--- src/rtl/ccr_pkg.sv ---
package ccr_pkg;
  localparam int unsigned POS_C  = 0;
  localparam int unsigned POS_V  = 1;
  localparam int unsigned POS_Z  = 2;
  localparam int unsigned POS_N  = 3;
  localparam int unsigned POS_H  = 4;
  localparam int unsigned POS_IL = 5;

  typedef struct packed {
    logic h;
    logic n;
    logic z;
    logic v;
    logic c;
  } arith_flags_t;
endpackage

--- src/rtl/ccr_flag_next.sv ---
module ccr_flag_next
  import ccr_pkg::*;
#(
  parameter int unsigned DATA_W = 8
) (
  input  arith_flags_t      cur_i,
  input  logic [DATA_W-1:0] res_i,
  input  logic              c3_i,
  input  logic              c7_i,
  input  logic              ovf_i,
  input  logic              shout_i,
  input  logic              shift_i,
  input  logic              upd_h_i,
  input  logic              upd_n_i,
  input  logic              upd_z_i,
  input  logic              upd_v_i,
  input  logic              upd_c_i,
  output arith_flags_t      nxt_o
);
  always_comb begin
    nxt_o = cur_i;
    if (upd_h_i) nxt_o.h = c3_i;
    if (upd_n_i) nxt_o.n = res_i[DATA_W-1];
    if (upd_z_i) nxt_o.z = (res_i == '0);
    if (upd_v_i) nxt_o.v = ovf_i;
    if (upd_c_i) nxt_o.c = shift_i ? shout_i : c7_i;
  end
endmodule

--- src/rtl/ccr_irq_gate.sv ---
module ccr_irq_gate #(
  parameter int unsigned LVL_W = 2
) (
  input  logic             ie_i,
  input  logic [LVL_W-1:0] thr_i,
  input  logic             req_valid_i,
  input  logic [LVL_W-1:0] req_level_i,
  output logic             take_o
);
  logic more_urgent;

  assign more_urgent = (req_level_i < thr_i);
  assign take_o      = ie_i & req_valid_i & more_urgent;
endmodule

--- src/rtl/ccr_unit.sv ---
module ccr_unit
  import ccr_pkg::*;
#(
  parameter int unsigned DATA_W = 8,
  parameter int unsigned LVL_W  = 2
) (
  input  logic                clk,
  input  logic                rst,
  input  logic [DATA_W-1:0]   res_i,
  input  logic                c3_i,
  input  logic                c7_i,
  input  logic                ovf_i,
  input  logic                shout_i,
  input  logic                shift_i,
  input  logic                upd_h_i,
  input  logic                upd_n_i,
  input  logic                upd_z_i,
  input  logic                upd_v_i,
  input  logic                upd_c_i,
  input  logic                wr_en_i,
  input  logic [LVL_W+5:0]    wr_data_i,
  output logic [LVL_W+5:0]    rd_data_o,
  input  logic                irq_valid_i,
  input  logic [LVL_W-1:0]    irq_level_i,
  output logic                irq_take_o
);
  localparam int unsigned REG_W  = LVL_W + 6;
  localparam int unsigned POS_IE = POS_IL + LVL_W;
  localparam logic [REG_W-1:0] RST_VAL = {1'b0, {LVL_W{1'b1}}, 5'b0};

  arith_flags_t     fl_q, fl_nxt;
  logic             ie_q;
  logic [LVL_W-1:0] thr_q;

  ccr_flag_next #(.DATA_W(DATA_W)) u_next (
    .cur_i   (fl_q),
    .res_i   (res_i),
    .c3_i    (c3_i),
    .c7_i    (c7_i),
    .ovf_i   (ovf_i),
    .shout_i (shout_i),
    .shift_i (shift_i),
    .upd_h_i (upd_h_i),
    .upd_n_i (upd_n_i),
    .upd_z_i (upd_z_i),
    .upd_v_i (upd_v_i),
    .upd_c_i (upd_c_i),
    .nxt_o   (fl_nxt)
  );

  always_ff @(posedge clk) begin
    if (rst) begin
      fl_q  <= '0;
      ie_q  <= 1'b0;
      thr_q <= '1;
    end else if (wr_en_i) begin
      fl_q.c <= wr_data_i[POS_C];
      fl_q.v <= wr_data_i[POS_V];
      fl_q.z <= wr_data_i[POS_Z];
      fl_q.n <= wr_data_i[POS_N];
      fl_q.h <= wr_data_i[POS_H];
      thr_q  <= wr_data_i[POS_IL +: LVL_W];
      ie_q   <= wr_data_i[POS_IE];
    end else begin
      fl_q <= fl_nxt;
    end
  end

  always_comb begin
    rd_data_o                  = '0;
    rd_data_o[POS_C]           = fl_q.c;
    rd_data_o[POS_V]           = fl_q.v;
    rd_data_o[POS_Z]           = fl_q.z;
    rd_data_o[POS_N]           = fl_q.n;
    rd_data_o[POS_H]           = fl_q.h;
    rd_data_o[POS_IL +: LVL_W] = thr_q;
    rd_data_o[POS_IE]          = ie_q;
  end

  ccr_irq_gate #(.LVL_W(LVL_W)) u_gate (
    .ie_i        (ie_q),
    .thr_i       (thr_q),
    .req_valid_i (irq_valid_i),
    .req_level_i (irq_level_i),
    .take_o      (irq_take_o)
  );

  a_r1_reset_value: assert property (@(posedge clk)
    rst |=> rd_data_o == RST_VAL);

  a_r2_half_carry: assert property (@(posedge clk) disable iff (rst)
    (!wr_en_i && upd_h_i) |=> rd_data_o[POS_H] == $past(c3_i));

  a_r3_zero_flag: assert property (@(posedge clk) disable iff (rst)
    (!wr_en_i && upd_z_i) |=> rd_data_o[POS_Z] == ($past(res_i) == '0));

  a_r3_neg_flag: assert property (@(posedge clk) disable iff (rst)
    (!wr_en_i && upd_n_i) |=> rd_data_o[POS_N] == $past(res_i[DATA_W-1]));

  a_r4_overflow: assert property (@(posedge clk) disable iff (rst)
    (!wr_en_i && upd_v_i) |=> rd_data_o[POS_V] == $past(ovf_i));

  a_r5_shift_carry: assert property (@(posedge clk) disable iff (rst)
    (!wr_en_i && upd_c_i && shift_i) |=> rd_data_o[POS_C] == $past(shout_i));

  a_r6_hold_carry: assert property (@(posedge clk) disable iff (rst)
    (!wr_en_i && !upd_c_i) |=> $stable(rd_data_o[POS_C]));

  a_r6_hold_ctrl: assert property (@(posedge clk) disable iff (rst)
    !wr_en_i |=> $stable(rd_data_o[REG_W-1:POS_IL]));

  a_r7_write_load: assert property (@(posedge clk) disable iff (rst)
    wr_en_i |=> rd_data_o == $past(wr_data_i));

  a_r8_take_gated: assert property (@(posedge clk) disable iff (rst)
    irq_take_o |-> (rd_data_o[POS_IE] && irq_valid_i
                    && irq_level_i < rd_data_o[POS_IL +: LVL_W]));
endmodule

--- config.mk ---
export PLATFORM = sky130hd
export DESIGN_NAME = ccr_unit
export DESIGN_NICKNAME = d
export VERILOG_FILES = /design/src/rtl/ccr_pkg.sv /design/src/rtl/ccr_flag_next.sv /design/src/rtl/ccr_irq_gate.sv /design/src/rtl/ccr_unit.sv
export SDC_FILE = /design/constraint.sdc
export NUM_CORES = 1
export LEC_CHECK = 0
export ABC_AREA = 1
export CAP_MARGIN = 40
export CORE_MARGIN = 5
export CORE_UTILIZATION = 30
export DETAILED_ROUTE_END_ITERATION = 12
export PLACE_DENSITY_LB_ADDON = 0.3
export SETUP_SLACK_MARGIN = 0.2
export SYNTH_ARGS = -nofsm -noshare
export SYNTH_HDL_FRONTEND = slang
export SYNTH_HIERARCHICAL = 1
export SYNTH_SLANG_ARGS = --single-unit
--- constraint.sdc ---
create_clock -name clk -period 1.1 [get_ports clk]
set_input_delay 0.11 -clock clk [delete_from_list [all_inputs] [get_ports clk]]
set_output_delay 0.11 -clock clk [all_outputs]
set_load 0.05 [all_outputs]
== Word level (Yosys, flattened, before mapping) ==
Cells that the tools add are included.

* Flip-flop bits (word level): 8
* Bits of input ports: 32
* Output and inout bits: 9
* Word-level logic and storage cells: 23

* $lt $le $gt $ge: 1
* Muxes and demuxes: 7
* Bitwise logic cells: 2
* Reductions and logical operators: 6

{| class="wikitable"
|+ Operators with widths
! cell !! number
|-
| 2-bit nonzero test || 5
|-
| 8-bit logical NOT || 1
|-
| 1-bit 2-to-1 mux || 6
|-
| 5-bit 2-to-1 mux || 1
|-
| 1-bit AND || 2
|-
| 2-bit < comparator || 1
|}

== Longest topological paths before layout ==
* Depth after elaboration: 3
* Depth in mapped cells: 7
* Mapped depth without buffers: 7

== Modules after synthesis ==
The synthesis kept the hierarchy.

{| class="wikitable"
|+ Modules (own cells, without submodules)
! module !! times used !! cells each !! area an instance (um^2) !! seq. area each (um^2)
|-
| ccr_unit || 1 || 48 || 324.1 || 160.2
|-
| ccr_flag_next || 1 || 21 || 108.9 || 0.0
|-
| ccr_irq_gate || 1 || 9 || 45.0 || 0.0
|}

== Least setup slack after synthesis ==
Ideal clock, no wire load.

* Path type: flip-flop to output port
* Start point: register thr_q[1]
* End point: output port irq_take_o
* Arrival time: 1.410 ns
* Required time: 0.990 ns
* Slack: -0.420 ns
* Stages on the path, launching flop included: 6
* Buffers on the path: 0
* Cells stage by stage: dfxtp_1 > inv_1 > ha_1 > nand2_1 > nand2_1 > inv_1

* Cells in the longest elaborated chain, start to end: 2

{| class="wikitable"
|+ Ends and longest elaborated chain
! element !! RTL line !! text
|-
| start: declaration || ccr_unit.sv:33 || <nowiki>logic [LVL_W-1:0] thr_q;</nowiki>
|-
| start signal: assignment || ccr_unit.sv:62 || <nowiki>thr_q <= wr_data_i[POS_IL +: LVL_W];</nowiki>
|-
| 2-bit < comparator || ccr_irq_gate.sv:12 || <nowiki>assign more_urgent = (req_level_i < thr_i);</nowiki>
|-
| 1-bit AND || ccr_irq_gate.sv:13 || <nowiki>assign take_o = ie_i & req_valid_i & more_urgent;</nowiki>
|-
| end: declaration || ccr_unit.sv:25 || <nowiki>output logic irq_take_o</nowiki>
|}

No other way between the ends.

== Final worst setup path ==
Same ends and word-level chain as after synthesis.

==> flow_metrics.tcl <==
set metrics [dict create \
    status "complete, but fails checks" \
    violations "setup timing" \
    routedWlPerCell_microns 11.1 \
    cpMostUsedCell "nand2_2" \
    postCtsSetupBuffers 0 \
    die_w_microns 49.9 \
    final_area_sq_um 1090 \
    cts_htree_levels 1 \
    post-route-util 0.725 \
    cts_buffers 3 \
    viasPerCell 4.41 \
    path_clk_slew_ns 0.06 \
    grt_pass1_vias 588 \
    hold_path_class "input port to flip-flop" \
    start_util 0.317 \
    syn2layout_area_growth_pct 129 \
    startpoint_type "flip-flop" \
    n_fill_cell 118 \
    setup_viol 1 \
    fin_ws_ns -0.266 \
    cts-root-buf "clkbuf_4" \
    globalRouteTotalUtil 0.124 \
    grt_max_degree 11 \
    dp_hpwl_mm 1.30 \
    period_share 1.24 \
    num_vias 618 \
    p_clk_frac 0.249 \
    min_period_ns 1.37 \
    power_density_nw_per_um2 913 \
    fp-row-count 14 \
    p_int_w 0.000694 \
    drt_iter0_markers 14 \
    antenna_left 0 \
    mostFrequentLayoutCell "clkdlybuf4s50_1" \
    wirelength_mm 1.55 \
    seqPwrFrac 0.337 \
    drc 0 \
    clkLatencyLatePin_ns 0.25 \
    total_power_w 0.000998 \
    firstDrtPassIters 4 \
    antenna_found_initial 0 \
    fin_worst_skew_ns 0 \
    mostFrequentLayoutCells "clkdlybuf4s50_1 (28), nand2_1 (25), nor2_1 (13)" \
    crit_fanout 2 \
    rsz0062_at_grt "yes" \
    synth_nets 111 \
    ys_seq_area_frac 0.335 \
    hold_viol_final 0 \
    cts_tree "yes" \
    endpoint_kind "primary output" \
    clock.fmax_ghz 0.732 \
    synthCells 78 \
    comb_power_share 0.414 \
    synth-seq-cells 8 \
    arrival_ns 1.26 \
    switching_share 0.304 \
    power_switching_w 0.000303 \
    crit_type "flip-flop to primary output" \
    dieArea_sq_um 2490 \
    clock_sinks 8 \
    avgSynthCellArea_sq_um 6.13 \
    required_ns 0.99 \
    ir_drop_v 0.000514 \
    cap_violations 0 \
    pin_count 41 \
    synth_area_sq_um 478 \
    diodes 0 \
    tightest_slew_ns 0.231 \
    place_area_sq_um 1020 \
    die_y_microns 49.9 \
    leakage_nw 0.550 \
    gp_congestion 0.658 \
    post_route_cells_drive_above_1_share 0.306 \
    port_buffers 40 \
    cp_slowest_stage_delay_ns 0.36 \
    slew_violations 0 \
    yosysUniqueCellTypes 13 \
    ys_warn_count 6 \
    fp.coreArea_sq_um 1510 \
    gr-total-overflow 0 \
    slew_headroom 0.846 \
    crit_chain "inv_4 > ha_4 > nand2_2 > nand2_2 > clkinvlp_4 > buf_12" \
    grt_pass1_wl_mm 2.38 \
    nNetsFinal 158 \
    cp_slowest_cell "dfxtp_4" \
    clockBufferDepth 2 \
]
-- worst max-delay path, delay by kind of cell, from the launching register on --
kind	cells	cell delay, ns
fa+ha+maj	1	0.25
buf+inv	3	0.28
flops	1	0.36
simple gates	2	0.11
-- registers in the layout (all words and copies together) (netlist names) --
register and count:
rd_data_o 5, thr_q 2, ie_q 1
-- worst paths after layout --
check                       endpoint               startpoint  cells past startpoint  slack (ns)
max                       irq_take_o    thr_q[1]$_SDFFE_PP1P_                      6       -0.27
min reg2reg    thr_q[0]$_SDFFE_PP1P_    thr_q[0]$_SDFFE_PP1P_                      2        0.54
max reg2reg  rd_data_o[3]$_SDFF_PP0_  rd_data_o[3]$_SDFF_PP0_                      3        0.24
min          rd_data_o[4]$_SDFF_PP0_                  upd_h_i                      4        0.27
-- per-layer routing --
layer,vias up,global-route usage,share of wire
li1,319,-,-
met1,272,0.127,0.38
met2,23,0.222,0.55
met3,4,0.0241,0.048
met4,0,0.0786,0.019
met5,-,0,0
-- Yosys cell counts, drive strengths merged --
cell type  number  area share
mux2            3       0.071
nand2          27        0.21
inv            15        0.12
dfxtp           8        0.34
a31oi           1       0.013
buf             2       0.039
ha              1       0.026
nand3           2       0.021
nor2           18        0.15
and2            1       0.013
-- logic make-up (layout without fill, tap and decap cells) --
group | count (synthesis) | after routing | share of synthesized area
AND/OR/NAND/NOR | 48 | 48 | 0.398
AO/OA/AOI/OAI | 1 | 1 | 0.0131
adder cells (fa/ha/maj) | 1 | 1 | 0.0262
multiplexers | 3 | 3 | 0.0707
flip-flops | 8 | 8 | 0.335
buffers and inverters | 17 | 63 | 0.157
-- area by class of cell --
type,instances,area [sq um],share of cell area
Clock buffer,4,26.3,0.0241
Tap cell,16,20.0,0.0183
Multi-Input combinational cell,53,279,0.255
Sequential cell,8,173,0.158
Inverter,15,62.6,0.0573
Timing Repair Buffer,44,532,0.487
-- through the flow --
stage / worst slack (ns) / hold WS, ns / std cells / setup TNS, ns
3_5_place_dp: -0.185 / 0.559 / 136 / -0.346
5_1_grt: -0.309 / 0.294 / 140 / -0.309
3_3_place_gp: -0.148 / 0.510 / 136 / -0.250
4_1_cts: -0.283 / 0.426 / 140 / -0.283
6_report: -0.266 / 0.268 / 140 / -0.266
2_1_floorplan: -0.0815 / 0.232 / 78 / -0.0815
-- repair_timing --
item                                    4_1_cts  5_1_grt
hold buffers                                  0        0
resized for setup                             5       10
pin swaps                                     2        4
endpoints found under the setup margin        4        7
-- power groups by stage --
stage          sequential, W  clock (W)  combinational, W
3_5_place_dp        0.000340          0          0.000394
6_report            0.000336   0.000249          0.000413
4_1_cts             0.000335   0.000260          0.000405
5_1_grt             0.000340   0.000268          0.000438
3_3_place_gp        0.000339          0          0.000385
2_1_floorplan       0.000397          0         0.0000984
Note: power is estimated with default switching activity, not from simulation.
